--- src/rtl/txr_pkg.sv ---
package txr_pkg;
  localparam int unsigned OWN_B   = 31;
  localparam int unsigned EOR_B   = 30;
  localparam int unsigned FS_B    = 29;
  localparam int unsigned LS_B    = 28;
  localparam int unsigned LEN_W   = 16;
  localparam int unsigned POLL_B  = 6;
  localparam int unsigned DESC_LG = 4;   // 16-byte descriptors
  localparam int unsigned OFF_LO  = 8;
  localparam int unsigned OFF_HI  = 12;

  localparam logic [1:0] RA_BASE_LO = 2'd0;
  localparam logic [1:0] RA_BASE_HI = 2'd1;
  localparam logic [1:0] RA_POLL    = 2'd2;

  typedef enum logic [2:0] {
    S_IDLE, S_CTRL, S_LO, S_HI, S_SEND, S_WAIT, S_WB
  } txr_st_e;
endpackage

--- src/rtl/txr_regs.sv ---
module txr_regs
  import txr_pkg::*;
#(
  parameter int unsigned DW      = 32,
  parameter int unsigned ALIGN_W = 8,
  localparam int unsigned AW     = 2 * DW
) (
  input  logic          clk_i,
  input  logic          rst_ni,
  input  logic          we_i,
  input  logic [1:0]    addr_i,
  input  logic [DW-1:0] wdata_i,
  input  logic          start_i,
  output logic [AW-1:0] base_o,
  output logic          base_wr_o,
  output logic          poll_pend_o
);
  logic [DW-1:ALIGN_W] lo_q;
  logic [DW-1:0]       hi_q;
  logic                pend_q;

  logic wr_lo, wr_hi, poll_hit;
  assign wr_lo    = we_i && (addr_i == RA_BASE_LO);
  assign wr_hi    = we_i && (addr_i == RA_BASE_HI);
  assign poll_hit = we_i && (addr_i == RA_POLL) && wdata_i[POLL_B];

  always_ff @(posedge clk_i or negedge rst_ni) begin
    if (!rst_ni) begin
      lo_q   <= '0;
      hi_q   <= '0;
      pend_q <= 1'b0;
    end else begin
      if (wr_lo) lo_q <= wdata_i[DW-1:ALIGN_W];
      if (wr_hi) hi_q <= wdata_i;
      // a new poll wins over the clear from a starting pass
      if (poll_hit)     pend_q <= 1'b1;
      else if (start_i) pend_q <= 1'b0;
    end
  end

  assign base_o      = {hi_q, lo_q, {ALIGN_W{1'b0}}};
  assign base_wr_o   = wr_lo | wr_hi;
  assign poll_pend_o = pend_q;

  p_poll_latch_r3: assert property (@(posedge clk_i) disable iff (!rst_ni)
    poll_hit |=> poll_pend_o);
endmodule

--- src/rtl/txr_ptr.sv ---
module txr_ptr
  import txr_pkg::*;
#(
  parameter int unsigned AW    = 64,
  parameter int unsigned IDX_W = 10
) (
  input  logic          clk_i,
  input  logic          rst_ni,
  input  logic          clear_i,
  input  logic          adv_i,
  input  logic          wrap_i,
  input  logic [AW-1:0] base_i,
  output logic [AW-1:0] desc_addr_o
);
  logic [IDX_W-1:0] idx_q;

  always_ff @(posedge clk_i or negedge rst_ni) begin
    if (!rst_ni)      idx_q <= '0;
    else if (clear_i) idx_q <= '0;
    else if (adv_i)   idx_q <= wrap_i ? '0 : idx_q + 1'b1;
  end

  assign desc_addr_o = base_i + AW'({idx_q, {DESC_LG{1'b0}}});

  p_rebase_r10: assert property (@(posedge clk_i) disable iff (!rst_ni)
    clear_i |=> desc_addr_o == base_i);
  p_wrap_base_r8: assert property (@(posedge clk_i) disable iff (!rst_ni)
    (adv_i && wrap_i && !clear_i) |=> desc_addr_o == base_i);
endmodule

--- src/rtl/txr_ctrl.sv ---
module txr_ctrl
  import txr_pkg::*;
#(
  parameter int unsigned DW  = 32,
  parameter int unsigned AW  = 64
) (
  input  logic             clk_i,
  input  logic             rst_ni,
  input  logic             poll_pend_i,
  input  logic [AW-1:0]    desc_addr_i,
  output logic             start_o,
  output logic             adv_o,
  output logic             wrap_o,
  output logic             mem_req_o,
  output logic             mem_we_o,
  output logic [AW-1:0]    mem_addr_o,
  output logic [DW-1:0]    mem_wdata_o,
  input  logic             mem_gnt_i,
  input  logic [DW-1:0]    mem_rdata_i,
  output logic             frm_valid_o,
  output logic [AW-1:0]    frm_addr_o,
  output logic [LEN_W-1:0] frm_len_o,
  input  logic             frm_ready_i,
  input  logic             frm_done_i,
  output logic             tok_o,
  output logic             ter_o,
  output logic             tdu_o
);
  localparam logic [DW-1:0] OWN_MASK = DW'(1) << OWN_B;

  txr_st_e       st_q;
  logic [DW-1:0] ctrl_q, lo_q, hi_q;
  logic          good_q, tok_q, ter_q, tdu_q;
  logic [DESC_LG-1:0] off;

  always_comb begin
    case (st_q)
      S_LO:    off = DESC_LG'(OFF_LO);
      S_HI:    off = DESC_LG'(OFF_HI);
      default: off = '0;
    endcase
  end

  assign start_o     = (st_q == S_IDLE) && poll_pend_i;
  assign mem_req_o   = (st_q == S_CTRL) || (st_q == S_LO) || (st_q == S_HI) || (st_q == S_WB);
  assign mem_we_o    = (st_q == S_WB);
  assign mem_addr_o  = desc_addr_i + AW'(off);
  assign mem_wdata_o = ctrl_q & ~OWN_MASK;
  assign adv_o       = (st_q == S_WB) && mem_gnt_i;
  assign wrap_o      = ctrl_q[EOR_B];
  assign frm_valid_o = (st_q == S_SEND);
  assign frm_addr_o  = {hi_q, lo_q};
  assign frm_len_o   = ctrl_q[LEN_W-1:0];
  assign tok_o       = tok_q;
  assign ter_o       = ter_q;
  assign tdu_o       = tdu_q;

  always_ff @(posedge clk_i or negedge rst_ni) begin
    if (!rst_ni) begin
      st_q   <= S_IDLE;
      ctrl_q <= '0;
      lo_q   <= '0;
      hi_q   <= '0;
      good_q <= 1'b0;
      tok_q  <= 1'b0;
      ter_q  <= 1'b0;
      tdu_q  <= 1'b0;
    end else begin
      tok_q <= 1'b0;
      ter_q <= 1'b0;
      tdu_q <= 1'b0;
      case (st_q)
        S_IDLE: if (poll_pend_i) st_q <= S_CTRL;
        S_CTRL: if (mem_gnt_i) begin
          ctrl_q <= mem_rdata_i;
          if (!mem_rdata_i[OWN_B]) begin
            tdu_q <= 1'b1;
            st_q  <= S_IDLE;
          end else if (mem_rdata_i[FS_B] && mem_rdata_i[LS_B]) begin
            good_q <= 1'b1;
            st_q   <= S_LO;
          end else begin
            good_q <= 1'b0;
            st_q   <= S_WB;
          end
        end
        S_LO: if (mem_gnt_i) begin
          lo_q <= mem_rdata_i;
          st_q <= S_HI;
        end
        S_HI: if (mem_gnt_i) begin
          hi_q <= mem_rdata_i;
          st_q <= S_SEND;
        end
        S_SEND: if (frm_ready_i) st_q <= S_WAIT;
        S_WAIT: if (frm_done_i)  st_q <= S_WB;
        S_WB: if (mem_gnt_i) begin
          tok_q <= good_q;
          ter_q <= !good_q;
          st_q  <= S_CTRL;
        end
        default: st_q <= S_IDLE;
      endcase
    end
  end

  p_req_hold_r12: assert property (@(posedge clk_i) disable iff (!rst_ni)
    (mem_req_o && !mem_gnt_i) |=> mem_req_o && $stable(mem_addr_o)
                                  && $stable(mem_we_o) && $stable(mem_wdata_o));
  p_frm_hold_r5: assert property (@(posedge clk_i) disable iff (!rst_ni)
    (frm_valid_o && !frm_ready_i) |=> frm_valid_o && $stable(frm_addr_o)
                                      && $stable(frm_len_o));
  p_evt_excl_r7: assert property (@(posedge clk_i) disable iff (!rst_ni)
    $onehot0({tok_o, ter_o, tdu_o}));
  p_tok_after_wb_r6: assert property (@(posedge clk_i) disable iff (!rst_ni)
    tok_o |-> $past(mem_req_o && mem_we_o && mem_gnt_i));
  p_tdu_quiet_r4: assert property (@(posedge clk_i) disable iff (!rst_ni)
    tdu_o |-> !frm_valid_o && !mem_we_o);
endmodule

--- src/rtl/tx_ring_engine.sv ---
module tx_ring_engine
  import txr_pkg::*;
#(
  parameter int unsigned DW      = 32,
  parameter int unsigned IDX_W   = 10,
  parameter int unsigned ALIGN_W = 8,
  localparam int unsigned AW     = 2 * DW
) (
  input  logic             clk_i,
  input  logic             rst_ni,
  input  logic             reg_we_i,
  input  logic [1:0]       reg_addr_i,
  input  logic [DW-1:0]    reg_wdata_i,
  output logic             mem_req_o,
  output logic             mem_we_o,
  output logic [AW-1:0]    mem_addr_o,
  output logic [DW-1:0]    mem_wdata_o,
  input  logic             mem_gnt_i,
  input  logic [DW-1:0]    mem_rdata_i,
  output logic             frm_valid_o,
  output logic [AW-1:0]    frm_addr_o,
  output logic [LEN_W-1:0] frm_len_o,
  input  logic             frm_ready_i,
  input  logic             frm_done_i,
  output logic             tx_ok_o,
  output logic             tx_err_o,
  output logic             tx_unavail_o
);
  logic [AW-1:0] base, desc_addr;
  logic          base_wr, poll_pend, start, adv, wrap;

  txr_regs #(.DW(DW), .ALIGN_W(ALIGN_W)) u_regs (
    .clk_i, .rst_ni,
    .we_i       (reg_we_i),
    .addr_i     (reg_addr_i),
    .wdata_i    (reg_wdata_i),
    .start_i    (start),
    .base_o     (base),
    .base_wr_o  (base_wr),
    .poll_pend_o(poll_pend)
  );

  txr_ptr #(.AW(AW), .IDX_W(IDX_W)) u_ptr (
    .clk_i, .rst_ni,
    .clear_i    (base_wr),
    .adv_i      (adv),
    .wrap_i     (wrap),
    .base_i     (base),
    .desc_addr_o(desc_addr)
  );

  txr_ctrl #(.DW(DW), .AW(AW)) u_ctrl (
    .clk_i, .rst_ni,
    .poll_pend_i(poll_pend),
    .desc_addr_i(desc_addr),
    .start_o    (start),
    .adv_o      (adv),
    .wrap_o     (wrap),
    .mem_req_o, .mem_we_o, .mem_addr_o, .mem_wdata_o,
    .mem_gnt_i, .mem_rdata_i,
    .frm_valid_o, .frm_addr_o, .frm_len_o,
    .frm_ready_i, .frm_done_i,
    .tok_o      (tx_ok_o),
    .ter_o      (tx_err_o),
    .tdu_o      (tx_unavail_o)
  );
endmodule

--- config.mk ---
export PLATFORM = sky130hd
export DESIGN_NAME = tx_ring_engine
export DESIGN_NICKNAME = d
export VERILOG_FILES = /design/src/rtl/txr_pkg.sv /design/src/rtl/txr_regs.sv /design/src/rtl/txr_ptr.sv /design/src/rtl/txr_ctrl.sv /design/src/rtl/tx_ring_engine.sv
export SDC_FILE = /design/constraint.sdc
export NUM_CORES = 1
export LEC_CHECK = 0
export BUFFER_PORTS_ARGS = -buffer_cell sky130_fd_sc_hd__buf_2
export CAP_MARGIN = 20
export CORE_UTILIZATION = 40
export DETAILED_ROUTE_END_ITERATION = 8
export PLACE_DENSITY = 0.71
export SETUP_SLACK_MARGIN = 0.1
export SLEW_MARGIN = 20
export SYNTH_ARGS = -nofsm -noshare
export SYNTH_HDL_FRONTEND = slang
export SYNTH_SLANG_ARGS = --single-unit
export TNS_END_PERCENT = 30
--- constraint.sdc ---
create_clock -name clk_i -period 2.4 [get_ports clk_i]
set_clock_uncertainty 0.1 [all_clocks]
set_input_delay 0.12 -clock clk_i [delete_from_list [all_inputs] [get_ports clk_i]]
set_output_delay 0.12 -clock clk_i [all_outputs]
set_load 0.05 [all_outputs]
# Yosys cells after proc, flatten, opt, wreduce, memory -nomap -nowiden
# Index checks and enable logic that the tools add are counted.
[word_totals]
regBits = 169
output_inout_bits = 182
[op_classes]
n_bitwise = 1
eq_ne = 15
mux = 24
n_reduce_logical = 20
addsub = 3
[ops]
columns = ["cell", "n"]
rows = [
  ["$add 64x14->64", 1],
  ["$add 64x4->64", 1],
  ["$mux 10", 3],
  ["$mux 3", 9],
  ["$pmux 3 s7", 1],
  ["$add 10x1->10 const B", 1],
  ["$mux 1", 10],
  ["$ne 2x2->1 const B", 5],
  ["$eq 3x3->1 const B", 3],
  ["$pmux 4 s2", 1],
  ["$logic_and 1x1->1", 7],
  ["$reduce_and 7->1", 1],
  ["$eq 3x2->1 const B", 2],
  ["$reduce_and 2->1", 3],
  ["$ne 2x1->1 const B", 2],
  ["$reduce_bool 2->1", 2],
  ["$eq 3x1->1 const B", 1],
  ["$logic_not 3->1", 1],
  ["$logic_or 1x1->1", 3],
  ["$reduce_and 3->1", 1],
  ["$eq 2x1->1 const B", 1],
  ["$eq 2x2->1 const B", 1],
  ["$logic_not 2->1", 1],
  ["$logic_not 1->1", 1],
  ["$or 1x1->1", 1],
]

# Longest topological paths before layout
# Gate-level depths: netlist (run 1).
[depth]
depth_word = 5
ltp_mapped = 8
depth_no_buf = 7

# Cells and area by module
# Synthesis (run 1) repeated with hierarchy kept, for this count alone.
[unflattened]
hier_cells = 913
area_unflattened_um2 = 9943.3
[by_module_without_submodules]
columns = ["mod", "seq_area_each_um2", "n_inst", "cells_each", "area_per_inst_um2"]
rows = [
  ["txr_ctrl", 2552.4, 1, 469, 5446.5],
  ["txr_ptr", 250.2, 1, 311, 2255.9],
  ["txr_regs", 1426.4, 1, 133, 2240.9],
]

# Worst setup path after synthesis (run 1)
# No wires, ideal clock.
[synth_timing]
path_type = "reg-to-output"
from = "register u_ptr.idx_q[4]"
to = "output port mem_addr_o[28]"
path_buffers = 1
slack_ns = -0.605
stages_incl_launch_ff = 9
arrival_time_ns = 2.785
t_required_ns = 2.180
path_cell_list = "dfrtp_1 -> ha_1 -> fa_1 -> a21o_1 -> a221oi_4 -> or2_4 -> buf_6 -> nor2_1 -> xnor2_1"
[synth_via]
elab_chain_len = 2
[synth_lines]
columns = ["item", "line", "text"]
rows = [
  ["start, declared", "txr_ptr.sv:15", "logic [IDX_W-1:0] idx_q;"],
  ["start signal, assigned", "txr_ptr.sv:20", "else if (adv_i) idx_q <= wrap_i ? '0 : idx_q + 1'b1;"],
  ["$add 64x14->64", "txr_ptr.sv:23", "assign desc_addr_o = base_i + AW'({idx_q, {DESC_LG{1'b0}}});"],
  ["$add 64x4->64", "txr_ctrl.sv:47", "assign mem_addr_o = desc_addr_i + AW'(off);"],
  ["end, declared", "tx_ring_engine.sv:16", "output logic [AW-1:0] mem_addr_o,"],
]
# Every way passes these cells.

# Final worst setup path (run 1)
[layout_timing]
from = "register u_ptr.idx_q[4]"
to = "output port mem_addr_o[54]"
# The elaborated chain is that of the path after synthesis.

==> flow_summary.ini, run 1 <==
[die]
die_x_um = 143.9
dieArea_sq_um = 20690
die_h_um = 143.9
ios = 254
core-area_sq_um = 19590
start_util = 0.4109
fp-row-count = 51

[synth]
ys_seq_elements = 169
synth_area_leaders = dfrtp_1, mux2_2, xnor2_1
synthArstFlopShare = 1.000
synth_top_area_cell = dfrtp_1
synthDistinctLibCells = 53
synth_seq_area_share = 0.5254
synth_ff_type = dfrtp_1
synthMostInstantiatedCell = dfrtp_1
syn_avg_cell_area_sq_um = 12.40
synth.top_cell.area_share = 0.5254
synth_edf_count = 0
ys_warn_count = 0
syn_area_sq_um = 8049
syn_inst = 649
synth_common_cells = dfrtp_1, mux2_2, nand2_1

[global_routing]
grt_overflow = 0
grt_usage = 0.2272
grt_max_degree = 53
grt_pass1_vias = 6768
grt_pass1_wl_um = 35780
antenna_found_initial = 0

[drt]
drt-met1-wl_um = 9508
met2_length_um = 11770
ant_nets = 0
via_per_inst = 5.034
topRoutingLayerUsed = met4
drt_iter0_markers = 257
wl_met3_um = 1616
drc = 0
avgRoutedWirePerCell_um = 17.84
vias = 6585
wl_um = 23340
drtPass1Iterations = 4

[placed_design]
portBuffers = 250
dpl_cell_area_sq_um = 10360
dp.final_hpwl_um = 15630
gp_congestion = 0.9207

[timing]
maxSlewViolCount = 0
timing.final.ws_setup_ps = -476.0
rsz0062_at_grt = true
max_freq_ghz = 0.3477
final-setup-viol-count = 50
finalCriticalPeriod_ps = 2876
worst_pin_slew_ps = 552.1
period_share = 1.198
relSlewSlack = 0.6310
hold_viol_final = 0

[critical_path]
path_buf_inv = 2
critPathTopFamily = adder cells
crit_chain = ha_2 -> fa_2 -> a21o_1 -> a221oi_4 -> buf_6 -> or2_4 -> nor3_2 -> xor2_4 -> buf_6
critical_path_class = flop to primary output
cp_common_cell = buf_6
critPathArrivalTime_ps = 2660
r2r_setup_slack_ps = 410
path_max_fanout = 6
cpMaxStageDelayCell = dfrtp_1
critPathMaxStageDelay_ps = 390
cp-end-kind = primary output
start_kind = flop
worstPathRequired_ps = 2180

[clock_tree]
cts.clk_slew.worst_paths_ps = 70
clk_latency_ps = 420
clock-sinks = 169
cts_root_buffer = clkbuf_16
htreeDepth = 4
cts_tree = done
cts_buffers = 17
cts.path.max_buffers = 2

[power_and_ir_drop]
p_per_area_nw_per_um2 = 1243
p_leak_nw = 5.724
total_power_mw = 15.31
ir_worst_vdd_mv = 1.410

[flow_run]
cap_violations = 0

[finish]
syn_to_final_growth_pct = 53.04
stdcell_area_sq_um = 12320
fillCellCount = 1465
antenna_cells = 0
drive_above_1_share = 0.5820
final_nets = 1110

[run_status]
failed_checks = negative setup slack
status = complete, but fails checks

[hold_path]
hold_path.class = input pin to flop
==> cell type report <==
cell class | count | area [sq um] | area share
Clock inverter | 14 | 156.4 | 0.01270
Tap cell | 265 | 331.6 | 0.02692
Timing Repair Buffer | 407 | 2958 | 0.2401
Multi-Input combinational cell | 425 | 4164 | 0.3380
Inverter | 10 | 37.54 | 0.003047
Sequential cell | 169 | 4232 | 0.3435
Clock buffer | 18 | 439.2 | 0.03565
==> per-layer routing <==
layer,vias up,GRT usage
met5,-,0
met4,0,0.07615
met3,33,0.06331
met2,276,0.3857
met1,3261,0.2766
li1,3015,-
==> cell families after synthesis <==
family | after synthesis | share of synthesized area
flops | 169 | 0.5254
simple gates | 164 | 0.1139
mux | 151 | 0.2111
buf+inv | 58 | 0.04057
xor+xnor | 57 | 0.06202
compound gates | 41 | 0.03311
fa+ha+maj | 8 | 0.01337
other cells | 1 | 0.0004659
==> flip-flops by register name (all words and copies together) (netlist names) <==
| signal | flops |
|---|---|
| u_ctrl.tdu_o | 1 |
| u_ctrl.ter_o | 1 |
| u_ctrl.good_q | 1 |
| u_ctrl.st_q | 3 |
| u_ctrl.hi_q | 32 |
| u_regs.poll_pend_o | 1 |
| u_regs.lo_q | 24 |
| u_ptr.idx_q | 10 |
| u_ctrl.tok_o | 1 |
| u_regs.hi_q | 32 |
| u_ctrl.lo_q | 32 |
| u_ctrl.ctrl_q | 31 |
==> path summary, 6_finish.rpt <==
check	startpoint	end	cells after the start
min in group asynchronous	rst_ni	u_regs.lo_q[16]$_DFFE_PN0P_	2
hold reg to reg	u_ctrl.good_q$_DFFE_PN0P_	u_ctrl.ter_o$_DFF_PN0_	1
setup / recovery	u_ptr.idx_q[4]$_DFFE_PN0P_	mem_addr_o[54]	9
max in group asynchronous	rst_ni	u_regs.hi_q[6]$_DFFE_PN0P_	3
setup reg to reg	u_ctrl.st_q[1]$_DFFE_PN0P_	u_ctrl.lo_q[26]$_DFFE_PN0P_	4
hold / removal	frm_ready_i	u_ctrl.st_q[0]$_DFFE_PN0P_	5
==> worst min-delay path, cell delays in order <==
cell,delay [ps]
buf_2,80
mux2i_1,60
nor2_1,80
a21oi_1,40
o21ai_0,120
==> timing repair <==
action	4_1_cts	5_1_grt
cloned	1	0
resized for setup	111	37
hold buffers	70	0
pin swaps	21	17
endpoints found under the hold margin	225	0
setup buffers	2	7
setup endpoints to repair	52	52
==> where the power goes <==
part | leakage (nW) | internal, mW | total (mW) | switching [mW]
Combinational | 3.38 | 2.37 | 8.03 | 5.66
Clock | 0.289 | 1.43 | 2.73 | 1.31
Sequential | 2.06 | 3.86 | 4.55 | 0.689
Total | 5.72 | 7.66 | 15.3 | 7.65
==> through the flow <==
stage / utilization / worst slack [ps] / TNS, ps / cells / hold WS [ps]
after CTS: 0.6169 / -528.8 / -19010 / 1301 / 10.90
final: 0.6288 / -476.0 / -18440 / 1308 / 29.67
after floorplan: - / -171.5 / -4547 / 651 / -275.6
after detailed placement: 0.5289 / -280.7 / -4882 / 1196 / 26.65
after global placement: 0.5289 / -232.3 / -3697 / 1196 / 11.97
after global routing: 0.6288 / -565.7 / -23690 / 1308 / 80.24
==> layout by cell type, fill, tap and decap left out, types with 8 or more instances in the layout <==
cell type | synthesis | layout
xor2_4 | 0 | 9
clkbuf_16 | 0 | 17
buf_6 | 2 | 42
buf_2 | 3 | 197
xor2_1 | 27 | 11
a21oi_1 | 8 | 8
nor2_1 | 31 | 23
xnor2_1 | 30 | 12
xnor2_2 | 0 | 13
inv_1 | 10 | 10
nand2_1 | 44 | 42
dfrtp_1 | 169 | 167
nor3_2 | 7 | 8
buf_4 | 24 | 93
mux2_2 | 150 | 150
nand3_1 | 21 | 15
nand4_1 | 14 | 14
dlygate4sd3_1 | 0 | 70
o21ai_0 | 20 | 20
No activity file was read; power rests on OpenSTA's default activity.
==> run 2: changes to the inputs <==
--- a/config.mk
+++ b/config.mk
@@ -9,7 +9,7 @@
 export CAP_MARGIN = 20
 export CORE_UTILIZATION = 40
 export DETAILED_ROUTE_END_ITERATION = 8
-export PLACE_DENSITY = 0.71
+export PLACE_DENSITY = 0.77
 export SETUP_SLACK_MARGIN = 0.1
 export SLEW_MARGIN = 20
 export SYNTH_ARGS = -nofsm -noshare
==> run 2 against run 1 <==
The flow still finishes with violations (negative setup slack); critical endpoint is now mem_addr_o[47]; global-route usage up 0.44 points; first-iteration DRC count down 15%; wire length up 3.6%; register-to-register slack worse by 20 ps; largest cell class is now multi-input gates; die area unchanged; highest routed layer unchanged.
==> flow_summary.ini, run 2 (same netlist as run 1, synthesis figures left out) <==
[critical_path]
ff2ff_path_depth = 4
r2r-start = u_ctrl.st_q[1]$_DFFE_PN0P_
path_buf_inv = 4
cp_common_cell = buf_4
reg2reg_to = u_ctrl.lo_q[8]$_DFFE_PN0P_
r2r_setup_slack_ps = 390
critical_path_class = flop to primary output
start_kind = flop
path_max_fanout = 3
worstPathRequired_ps = 2180
critPathMaxStageDelay_ps = 390
cp-end-kind = primary output
cpMaxStageDelayCell = dfrtp_1
crit_chain = ha_1 -> buf_6 -> o211ai_1 -> o211ai_2 -> nand4_1 -> buf_4 -> buf_4 -> nor2_4 -> xnor2_1 -> buf_4
critPathArrivalTime_ps = 2700
critPathTopFamily = buffers and inverters

[finish]
stdcell_area_sq_um = 12460
reg.largest.list = u_ctrl.hi_q x32, u_ctrl.lo_q x32, u_regs.hi_q x32
layout_common_cells = buf_2, dfrtp_1, mux2_2, buf_4, dlygate4sd3_1
mostFrequentLayoutCell = buf_2
utilization = 0.6359
syn_to_final_growth_pct = 54.76
drive_above_1_share = 0.5873
final_nets = 1104

[timing]
hold_viol_final = 0
finalCriticalPeriod_ps = 2921
relSlewSlack = 0.6368
holdWs_ps = 24.55
rsz0062_at_grt = true
period_share = 1.217
timing.final.ws_setup_ps = -521.1
worst_pin_slew_ps = 544.8
maxSlewViolCount = 0
max_freq_ghz = 0.3423
final-setup-viol-count = 50

[hold_path]
hold_end = u_ctrl.st_q[0]$_DFFE_PN0P_
min_from = frm_ready_i
hold_path.class = input pin to flop
hold_path_depth = 5

[power_and_ir_drop]
ir_worst_vdd_mv = 1.449
p_per_area_nw_per_um2 = 1244
p_leak_nw = 5.875
total_power_mw = 15.50

[clock_tree]
clk_latency_ps = 420
clock-sinks = 169
cts_tree = done
cts_buffers = 17
cts.path.max_buffers = 2
cts_root_buffer = clkbuf_16
cts.clk_slew.worst_paths_ps = 70
htreeDepth = 4

[placed_design]
dpl_worst_slack_ps = -263.1
dp.final_hpwl_um = 16080
gp_congestion = 0.8837
portBuffers = 250
dpl_cell_area_sq_um = 10370

[global_routing]
antenna_found_initial = 1
grt_overflow = 0
grt_pass1_wl_um = 36180
grt_max_degree = 54
grt_pass1_vias = 6891
grt_usage = 0.2316

[run_status]
failed_checks = negative setup slack
status = complete, but fails checks

[drt]
vias = 6638
drt_iter0_markers = 218
ant_nets = 0
drtPass1Iterations = 4
drc = 0
wl_um = 24170
via_per_inst = 5.094
avgRoutedWirePerCell_um = 18.55

[die]
core-area_sq_um = 19590
die_h_um = 143.9
start_util = 0.4109
fp-row-count = 51
die_x_um = 143.9
ios = 254
dieArea_sq_um = 20690

[flow_run]
cap_violations = 0
run 2: changes by cell type in the layout (fill, tap and decap cells not counted), sizes merged:
cell,change
buf,-6
clkinv,+2
clkinvlp,-1
diode,+1
dlygate4sd3,-1
run 2: metrics by stage:
step           TNS (ps)  instances
6_report         -18750       1303
5_1_grt          -24080       1303
4_1_cts          -18640       1295
3_5_place_dp      -5518       1191
3_3_place_gp      -4270       1191
2_1_floorplan     -4547        651
run 2: layer usage:
layer	track usage	part of all wire	vias to the layer above
met5	0	0	-
met4	0.08063	0.027	0
met3	0.06664	0.061	36
met2	0.4109	0.53	243
met1	0.2647	0.39	3351
li1	-	-	3008
run 2: timing repair:
item	CTS	global route
pin swaps	26	22
gates cloned	1	0
hold endpoints to repair	214	0
hold buffers	69	0
resized for setup	133	33
setup endpoints to repair	52	52
buffers inserted	2	7
run 2: where the power goes:
part           internal [mW]  switching (mW)
clock network           1.43            1.36
registers               3.86           0.725
logic                   2.40            5.72
total                   7.69            7.80
run 2: worst min-delay path: cells and delay by family:
kind                   cells  cell delay, ps
AOI/OAI and AO/OA          2             170
buffers and inverters      1              80
and+or+nand+nor            1              80
muxes                      1              60
run 2: how the worst max path moves through the flow:
stage | cells after the start | slack [ps] | from | endpoint
after floorplan | 6 | -170 | u_ptr.idx_q[5]$_DFFE_PN0P_ | mem_addr_o[39]
after global placement | 10 | -230 | u_ptr.idx_q[8]$_DFFE_PN0P_ | mem_addr_o[63]
after detailed placement | 8 | -260 | u_regs.lo_q[8]$_DFFE_PN0P_ | mem_addr_o[28]
after CTS | 9 | -510 | u_ptr.idx_q[4]$_DFFE_PN0P_ | mem_addr_o[62]
after global routing | 10 | -620 | u_regs.lo_q[10]$_DFFE_PN0P_ | mem_addr_o[47]
final | 10 | -520 | u_ptr.idx_q[7]$_DFFE_PN0P_ | mem_addr_o[47]
run 2: cell type report:
cell class	instances	area (sq um)
Multi-Input combinational cell	425	4255
Fill cell	1396	7133
Sequential cell	169	4229
Inverter	10	37.54
Timing Repair Buffer	401	2978
Antenna cell	1	2.502
Tap cell	265	331.6
Clock inverter	15	197.7
Clock buffer	17	425.4
==> run 3: changes to the inputs <==
--- a/config.mk
+++ b/config.mk
@@ -7,12 +7,13 @@
 export LEC_CHECK = 0
 export BUFFER_PORTS_ARGS = -buffer_cell sky130_fd_sc_hd__buf_2
 export CAP_MARGIN = 20
-export CORE_UTILIZATION = 40
+export CORE_UTILIZATION = 46
 export DETAILED_ROUTE_END_ITERATION = 8
-export PLACE_DENSITY = 0.77
+export PLACE_DENSITY = 0.85
+export RECOVER_POWER = 50
 export SETUP_SLACK_MARGIN = 0.1
 export SLEW_MARGIN = 20
 export SYNTH_ARGS = -nofsm -noshare
 export SYNTH_HDL_FRONTEND = slang
 export SYNTH_SLANG_ARGS = --single-unit
-export TNS_END_PERCENT = 30
+export TNS_END_PERCENT = 100
==> run 3 against run 2 <==
The flow still finishes with violations (negative setup slack); non-clock buffer count grew 23; sequential power grew 0.9%; clock-buffer cell count grew 1; global-route usage grew 7.0 points; sequential cell count is the same; critical path depth is the same; highest routed layer unchanged; cell count shrank 1.4%; design area grew 2.2%; power shrank 0.13%; via count grew 5.2%; clock power shrank 4%; setup slack lost 47 ps.
==> flow_summary.ini, run 3 (same netlist as run 1, synthesis figures left out) <==
[finish]
layout_common_cells = dfrtp_1, mux2_2, buf_2, buf_4, dlygate4sd3_1
syn_to_final_growth_pct = 58.12
utilization = 0.7410
mostFrequentLayoutCell = dfrtp_1
fin_cells = 1285
drive_above_1_share = 0.5623
stdcell_area_sq_um = 12730
fillCellCount = 1048
reg.largest.list = u_ctrl.hi_q x32, u_ctrl.lo_q x32, u_regs.hi_q x32
final_nets = 1127
antenna_cells = 0

[die]
dieArea_sq_um = 18030
ios = 254
core-area_sq_um = 17180
fp-row-count = 48
die_x_um = 134.3
start_util = 0.4686
die_h_um = 134.3

[global_routing]
grt_max_degree = 55
grt_pass1_wl_um = 40770
grt_overflow = 0
grt_usage = 0.3016
grt_pass1_vias = 7410
antenna_found_initial = 0

[placed_design]
dpl_cell_area_sq_um = 10540
dp.final_hpwl_um = 16360
gp_congestion = 0.8789
dpl_worst_slack_ps = -321.9
dp_cells = 1162
portBuffers = 250

[clock_tree]
clk_latency_ps = 430
cts.path.max_buffers = 2
cts_buffers = 17
cts_root_buffer = clkbuf_16
clock-sinks = 169
cts_tree = done
htreeDepth = 4
cts.clk_slew.worst_paths_ps = 70

[drt]
drc = 0
drtPass1Iterations = 7
wl_um = 27770
via_per_inst = 5.433
drt_iter0_markers = 352
vias = 6981
avgRoutedWirePerCell_um = 21.61
ant_nets = 0

[critical_path]
r2r_setup_slack_ps = 410
path_max_fanout = 5
worstPathRequired_ps = 2180
reg2reg_to = u_ptr.idx_q[9]$_DFFE_PN0P_
ff2ff_path_depth = 8
critPathLaunch = u_regs.lo_q[8]$_DFFE_PN0P_
r2r-start = u_ptr.idx_q[5]$_DFFE_PN0P_
cp-end-kind = primary output
start_kind = flop
critical_path_class = flop to primary output
crit_end = mem_addr_o[32]
critPathArrivalTime_ps = 2750

[hold_path]
hold_path.class = input pin to flop

[timing]
worst_pin_slew_ps = 1363
rsz0062_at_grt = true
period_share = 1.237
hold_viol_final = 0
relSlewSlack = 0.09126
holdWs_ps = 18.71
timing.final.ws_setup_ps = -568.2
final-setup-viol-count = 51
finalSetupTns_ps = -21160
finalCriticalPeriod_ps = 2968
max_freq_ghz = 0.3369
maxSlewViolCount = 0

[flow_run]
cap_violations = 0

[power_and_ir_drop]
p_per_area_nw_per_um2 = 1216
ir_worst_vdd_mv = 1.571
total_power_mw = 15.48
p_leak_nw = 5.888

[run_status]
failed_checks = negative setup slack
status = complete, but fails checks
[run 3: changes by cell type in the layout (fill, tap and decap cells not counted), moves of 6 or more]
cell,previous run,this run
clkinv_8,7,1
buf_2,196,136
inv_6,1,7
buf_6,46,63
nand3_4,0,6
buf_12,9,2
xor2_1,11,4
xor2_2,6,13
clkbuf_1,0,62
[run 3: worst min-delay path by stage]
| stage | cells past startpoint | end | from | slack (ps) |
|---|---|---|---|---|
| 3_5_place_dp | 1 | u_regs.hi_q[23]$_DFFE_PN0P_ | rst_ni | 20 |
| 2_1_floorplan | 0 | u_ctrl.ctrl_q[0]$_DFFE_PN0P_ | rst_ni | -280 |
| 3_3_place_gp | 1 | u_regs.hi_q[23]$_DFFE_PN0P_ | rst_ni | 10 |
| 6_report | 5 | u_ctrl.st_q[0]$_DFFE_PN0P_ | frm_ready_i | 20 |
| 5_1_grt | 5 | u_ctrl.st_q[0]$_DFFE_PN0P_ | frm_ready_i | 70 |
| 4_1_cts | 5 | u_ctrl.st_q[0]$_DFFE_PN0P_ | frm_ready_i | 10 |
[run 3: repair_timing]
item | in CTS | in global routing
pin swaps | 29 | 27
cloned | 1 | 0
hold buffers | 70 | 0
buffers inserted | 7 | 15
resized for setup | 166 | 47
endpoints found under the hold margin | 242 | 0
setup endpoints to repair | 52 | 52
[run 3: layout make-up]
class	count	area, sq um	area share
clock buffer	18	439.2	0.03451
multi-input combinational	425	4538	0.3566
clock inverter	14	128.9	0.01013
tap	225	281.5	0.02212
inverter	10	37.54	0.002949
timing repair buffer	424	3072	0.2413
sequential	169	4230	0.3324
[run 3: power by group]
group / switching, mW / internal, mW / total, mW
sequential: 0.752 / 3.86 / 4.62
clock: 1.27 / 1.40 / 2.68
combinational: 5.88 / 2.30 / 8.18
[run 3: critical path, stage by stage, from the launching register on]
cell and delay [ps]:
dfrtp_1 390, ha_2 210, fa_2 350, a21o_1 210, a221oi_4 240, buf_6 180
nor2_4 60, buf_6 120, nand4_1 200, xnor2_2 180, buf_6 190
[run 3: layer usage]
metal	part of all wire	vias up	track usage
li1	-	3039	-
met1	0.36	3500	0.3293
met2	0.53	354	0.5438
met3	0.071	88	0.07748
met4	0.041	0	0.1454
met5	0	-	0
